$ cat config.mk
export PLATFORM = sky130hd
export DESIGN_NAME = gamma_code_regfile
export DESIGN_NICKNAME = d
export VERILOG_FILES = /design/src/rtl/gcr_pkg.sv /design/src/rtl/gcr_sync.sv /design/src/rtl/gcr_bank.sv /design/src/rtl/gcr_enable.sv /design/src/rtl/gamma_code_regfile.sv
export SDC_FILE = /design/constraint.sdc
export NUM_CORES = 1
export LEC_CHECK = 0
export BUFFER_PORTS_ARGS = -buffer_cell sky130_fd_sc_hd__buf_2
export CAP_MARGIN = 20
export CORE_ASPECT_RATIO = 1.5
export CORE_MARGIN = 10
export CORE_UTILIZATION = 50
export CTS_CLUSTER_DIAMETER = 100
export DETAILED_ROUTE_END_ITERATION = 6
export HOLD_SLACK_MARGIN = 0.08
export PLACE_DENSITY = 0.78
export REMOVE_ABC_BUFFERS = 1
export SYNTH_ARGS = -nofsm -noshare
export SYNTH_HDL_FRONTEND = slang
export SYNTH_SLANG_ARGS = --single-unit
$ cat constraint.sdc
create_clock -name clk -period 3.8 [get_ports clk]
set_clock_uncertainty 0.15 [all_clocks]
set_input_delay 0.57 -clock clk [delete_from_list [all_inputs] [get_ports clk]]
set_output_delay 0.57 -clock clk [all_outputs]
set_load 0.02 [all_outputs]
$ cat src/rtl/gcr_pkg.sv
package gcr_pkg;

  // Widest index the helper functions accept; callers zero-extend into it.
  localparam int unsigned IDX_MAX_W = 8;

  // A channel index is legal when it lies in 1..nch.
  function automatic logic idx_valid(input logic [IDX_MAX_W-1:0] idx,
                                     input int unsigned nch);
    return (idx != '0) && (int'(idx) <= int'(nch));
  endfunction

  // Zero-based storage slot for a one-based channel index.
  function automatic int unsigned idx_slot(input logic [IDX_MAX_W-1:0] idx);
    return int'(idx) - 1;
  endfunction

  // Saturating increment of a write tally.
  function automatic int unsigned tally_next(input int unsigned cur,
                                             input int unsigned limit,
                                             input logic bump);
    if (bump && cur < limit) return cur + 1;
    return cur;
  endfunction

endpackage

$ cat src/rtl/gcr_sync.sv
module gcr_sync #(
  parameter int unsigned STAGES = 2
) (
  input  logic clk,
  input  logic rst_n,
  input  logic d_i,
  output logic q_o
);
  logic [STAGES-1:0] chain_q;

  always_ff @(posedge clk or negedge rst_n) begin
    if (!rst_n) chain_q <= '0;
    else        chain_q <= {chain_q[STAGES-2:0], d_i};
  end

  assign q_o = chain_q[STAGES-1];
endmodule

$ cat src/rtl/gcr_bank.sv
module gcr_bank
  import gcr_pkg::*;
#(
  parameter int unsigned NCH     = 14,
  parameter int unsigned CODE_W  = 8,
  parameter int unsigned IDX_W   = 4,
  parameter int unsigned BANK_ID = 0
) (
  input  logic                  clk,
  input  logic                  rst_n,
  input  logic                  wr_en,
  input  logic                  wr_bank,
  input  logic [IDX_W-1:0]      wr_idx,
  input  logic [CODE_W-1:0]     wr_data,
  output logic [NCH*CODE_W-1:0] codes_o,
  output logic                  hit_o
);
  logic                 idx_ok;
  int unsigned          slot;

  assign idx_ok = idx_valid(IDX_MAX_W'(wr_idx), NCH);
  assign slot   = idx_slot(IDX_MAX_W'(wr_idx));
  // Accepted write to this bank: brought out for the tally and the checks.
  assign hit_o  = wr_en && (wr_bank == 1'(BANK_ID)) && idx_ok;

  for (genvar c = 0; c < NCH; c++) begin : g_chan
    logic [CODE_W-1:0] code_q;
    always_ff @(posedge clk or negedge rst_n) begin
      if (!rst_n)                              code_q <= '0;
      else if (hit_o && slot == c)             code_q <= wr_data;
    end
    assign codes_o[c*CODE_W +: CODE_W] = code_q;
  end

  // contents move only after an accepted write to this bank.
  assert_bank_hold_R4: assert property (@(posedge clk) disable iff (!rst_n)
    !hit_o |=> $stable(codes_o));

endmodule

$ cat src/rtl/gcr_enable.sv
module gcr_enable
  import gcr_pkg::*;
#(
  parameter int unsigned CNT_SAT = 2,
  localparam int unsigned CNT_W  = $clog2(CNT_SAT + 1)
) (
  input  logic clk,
  input  logic rst_n,
  input  logic hit_a,
  input  logic hit_b,
  output logic en_o
);
  logic [CNT_W-1:0] tally_a_q, tally_b_q;
  logic             both_full;
  logic             en_q;

  always_ff @(posedge clk or negedge rst_n) begin
    if (!rst_n) begin
      tally_a_q <= '0;
      tally_b_q <= '0;
    end else begin
      tally_a_q <= CNT_W'(tally_next(int'(tally_a_q), CNT_SAT, hit_a));
      tally_b_q <= CNT_W'(tally_next(int'(tally_b_q), CNT_SAT, hit_b));
    end
  end

  assign both_full = (int'(tally_a_q) >= CNT_SAT) && (int'(tally_b_q) >= CNT_SAT);

  always_ff @(posedge clk or negedge rst_n) begin
    if (!rst_n) en_q <= 1'b0;
    else        en_q <= en_q | both_full;
  end

  assign en_o = en_q;

  assert_enable_sticky_R6: assert property (@(posedge clk) disable iff (!rst_n)
    en_q |=> en_q);

  assert_enable_gate_R5: assert property (@(posedge clk) disable iff (!rst_n)
    (!en_q && !both_full) |=> !en_q);

  assert_tally_bound_R5: assert property (@(posedge clk) disable iff (!rst_n)
    (int'(tally_a_q) <= CNT_SAT) && (int'(tally_b_q) <= CNT_SAT));

  // a tally never moves without an accepted write.
  assert_tally_quiet_R7: assert property (@(posedge clk) disable iff (!rst_n)
    (!hit_a && !hit_b) |=> ($stable(tally_a_q) && $stable(tally_b_q)));

endmodule

$ cat src/rtl/gamma_code_regfile.sv
module gamma_code_regfile #(
  parameter int unsigned HALF_CH     = 7,
  parameter int unsigned CODE_W      = 8,
  parameter int unsigned WR_SAT      = 2,
  parameter int unsigned SYNC_STAGES = 2,
  localparam int unsigned NCH        = 2 * HALF_CH,
  localparam int unsigned IDX_W      = $clog2(NCH + 1)
) (
  input  logic                  clk,
  input  logic                  rst_n,
  input  logic                  wr_en,
  input  logic                  wr_bank,
  input  logic [IDX_W-1:0]      wr_idx,
  input  logic [CODE_W-1:0]     wr_data,
  input  logic                  bank_sel,
  output logic [NCH*CODE_W-1:0] code_o,
  output logic [NCH-1:0]        drive_en_o
);
  logic                  sel_s;
  logic [NCH*CODE_W-1:0] bank_codes [2];
  logic [1:0]            bank_hit;
  logic                  en;
  logic [NCH*CODE_W-1:0] code_q;

  gcr_sync #(.STAGES(SYNC_STAGES)) u_sel_sync (
    .clk(clk), .rst_n(rst_n), .d_i(bank_sel), .q_o(sel_s)
  );

  for (genvar b = 0; b < 2; b++) begin : g_bank
    gcr_bank #(
      .NCH(NCH), .CODE_W(CODE_W), .IDX_W(IDX_W), .BANK_ID(b)
    ) u_bank (
      .clk(clk), .rst_n(rst_n),
      .wr_en(wr_en), .wr_bank(wr_bank), .wr_idx(wr_idx), .wr_data(wr_data),
      .codes_o(bank_codes[b]), .hit_o(bank_hit[b])
    );
  end

  gcr_enable #(.CNT_SAT(WR_SAT)) u_enable (
    .clk(clk), .rst_n(rst_n),
    .hit_a(bank_hit[0]), .hit_b(bank_hit[1]), .en_o(en)
  );

  // One register stage so that every channel swaps on the same edge.
  always_ff @(posedge clk or negedge rst_n) begin
    if (!rst_n) code_q <= '0;
    else        code_q <= bank_codes[sel_s];
  end

  assign code_o     = code_q;
  assign drive_en_o = {NCH{en}};

  // with selection steady and no write, the presented set holds.
  assert_code_hold_R3: assert property (@(posedge clk) disable iff (!rst_n)
    (sel_s == $past(sel_s) && !$past(wr_en)) |=> $stable(code_q));

  // a write to the idle bank under a steady selection leaves outputs alone.
  assert_idle_write_R4: assert property (@(posedge clk) disable iff (!rst_n)
    (bank_hit[~sel_s] && !bank_hit[sel_s] && sel_s == $past(sel_s) && !$past(wr_en))
      |=> $stable(code_q));

  // enables are all equal at all times.
  assert_enable_uniform_R5: assert property (@(posedge clk) disable iff (!rst_n)
    (drive_en_o == '0) || (drive_en_o == '1));

endmodule

==> flow_summary.ini <==
[pwr]
switchingPower_uw = 2400
p_int_uw = 6960
comb_power_share_pct = 17.0
seq_power_share_pct = 50.0
leakage_uw = 0.00737
pwr-share-clk_pct = 32.9
ir_drop_v = 0.000463
p_per_area_mw_per_mm2 = 616
p_sw_share_pct = 25.6

[floorplan]
ioPinCount = 143
die_h_um = 219
start_util_pct = 50.4
die_width_um = 153
rows = 73
die_area_sq_mm = 0.0336
coreArea_sq_mm = 0.0263

[drt]
drt-vias-per-instance = 5.26
routed_wl_um = 26300
final_antenna_net_count = 0
drc_errors = 0
vias = 6749
drt_iter0_markers = 210
wl_per_cell_um = 20.4
first_pass_iters = 4

[setup_path]
path_cells = buf_2
crit_buf_inv = 1
path_max_fanout = 15
crit_family = flip-flops
crit_arrival_ns = 1.30
slowest_stage = dfrtp_1
max_stage_delay_ns = 0.51
cp_data_required_time_ns = 3.08
critPathKind = register to primary output
worstSetupEndpointType = primary output
start_kind = register
r2r_slack_ns = 1.99

[layout]
fin_cells = 1284
layout_common_cells = dfrtp_1 (342), mux2_2 (320), buf_2 (141)
fin_nets = 942
area_growth_pct = 14.7
final_common_cell = dfrtp_1
final_area_sq_mm = 0.0152
final_util_pct = 57.8
drive_above_1_share_pct = 59.1

[timing]
period_share_pct = 53.0
max_freq_mhz = 496
relSlewSlack_pct = 49.9
maxSlewViolCount = 0
final-setup-viol-count = 0
min_period_ns = 2.02
rsz0062_at_grt = no
hold_viol_final = 0
worst_pin_slew_ns = 0.750
final.setup.tns_ns = 0

[clock_tree]
cts_max_level = 1
numCtsBuffers = 30
clk_path_buf_depth = 3
path_clk_slew_ns = 0.06
cts_tree = built
cts.sinks = 343
clk_latency_ns = 0.56
root_buffer = clkbuf_16
ctsResizeCount = 0

[logic_synthesis]
ys.warnings.count = 0
avgSynthCellArea_sq_um = 16.5
ys_seq_elements = 343
ys_top_cells_by_area = dfrtp_1 (65%), mux2_2 (27%), mux2_4 (1.8%)
yosys.area.top_type = dfrtp_1
netlist_area_sq_mm = 0.0133
netlist.area_leader.share_pct = 64.7
synth_cells = 803
synth_cell_types = 34
yosysSeqAreaShare_pct = 64.7

[place]
gp_congestion = 0.751
place_hpwl_um = 16700
port_buffers = 142
place_inst = 1226
place_area_sq_mm = 0.0142

[job]
maxCapViolCount = 0

[global_route]
grt_max_degree = 91
grt_pass1_wl_um = 42000
grt_usage_pct = 15.6
grt_pass1_vias = 7363
antenna_found_initial = 4
grt_remaining_overflow = 0

[min_path]
hold_path_class = register to register

[outcome]
status = finished clean
-- routing by layer --
layer,global-route usage (%),part of all wire (%)
met3,3.11,4.5
met1,18.7,41
met5,0,0.11
met2,27.7,53
met4,4.81,1.8
-- flip-flops by register name, indices dropped and copies added (netlist names) --
| register | flops |
|---|---|
| g_bank.u_bank.g_chan.code_q | 224 |
| code_o | 112 |
| u_enable.tally_a_q | 2 |
| u_enable.tally_b_q | 2 |
| u_sel_sync.chain_q | 2 |
| u_enable.en_o | 1 |
-- power groups by stage --
stage | combinational, uW | sequential (uW) | clock, uW
finish | 1600 | 4680 | 3080
global route | 1730 | 4770 | 3310
CTS | 1640 | 4690 | 3160
detailed placement | 1630 | 4750 | 0
global placement | 1600 | 4710 | 0
floorplan | 718 | 5010 | 0
-- repair_timing --
item                      CTS  global route
hold buffers                2             0
setup buffers               0             0
hold endpoints to repair   85             0
-- worst paths after layout --
| kind | start | end | depth (start not counted) |
|---|---|---|---|
| worst max-delay path | u_enable.en_o | drive_en_o[13] | 1 |
| worst min register to register | u_sel_sync.chain_q[0] | u_sel_sync.chain_q[1] | 0 |
| max in group asynchronous | rst_n | u_sel_sync.chain_q[1] | 3 |
| worst max register to register | u_sel_sync.chain_q[1] | code_o[76] | 2 |
| min in group asynchronous | rst_n | code_o[63] | 2 |
| worst min-delay path | u_sel_sync.chain_q[0] | u_sel_sync.chain_q[1] | 0 |
-- synthesized netlist by cell type, drive strengths merged --
cell type  number
mux2          336
nand3           4
nand4b          3
clkbuf         29
ha              2
nor4b           1
nor3            2
o21bai          1
inv             2
o22ai           1
nand2b          3
and4bb          3
a31o            1
buf            35
nand4           3
dfrtp         343
or3             2
nor2b           4
xnor2           2
nor2           11
nor3b           2
or4             1
and3b           1
nand2          11
-- through the flow --
| stage | setup slack [ns] | hold WS [ns] | total power, uW |
|---|---|---|---|
| after floorplan | 0.516 | 0.124 | 5730 |
| after global placement | 1.41 | 0.188 | 6310 |
| after detailed placement | 1.31 | 0.187 | 6370 |
| after CTS | 1.75 | 0.202 | 9490 |
| after global routing | 1.68 | 0.215 | 9810 |
| final | 1.78 | 0.199 | 9360 |
-- cell families after synthesis --
kind of cell,after synthesis,synth area share [%]
multiplexers,336,29.0
adder cells (fa/ha/maj),2,0.189
buffers and inverters,66,2.65
AND/OR/NAND/NOR,51,3.13
flip-flops,343,64.7
AO/OA/AOI/OAI,3,0.170
XOR/XNOR,2,0.132
-- area by class of cell --
type | instances | area (sq um)
fillers | 2025 | 11100
flip-flops and latches | 343 | 8590
multi-input cells | 394 | 4320
clock buffers | 47 | 896
repair buffers | 152 | 851
well taps | 337 | 422
clock inverters | 8 | 115
inverters | 2 | 7.51
diodes | 1 | 2.50
Power figures use the tool's default switching activity.
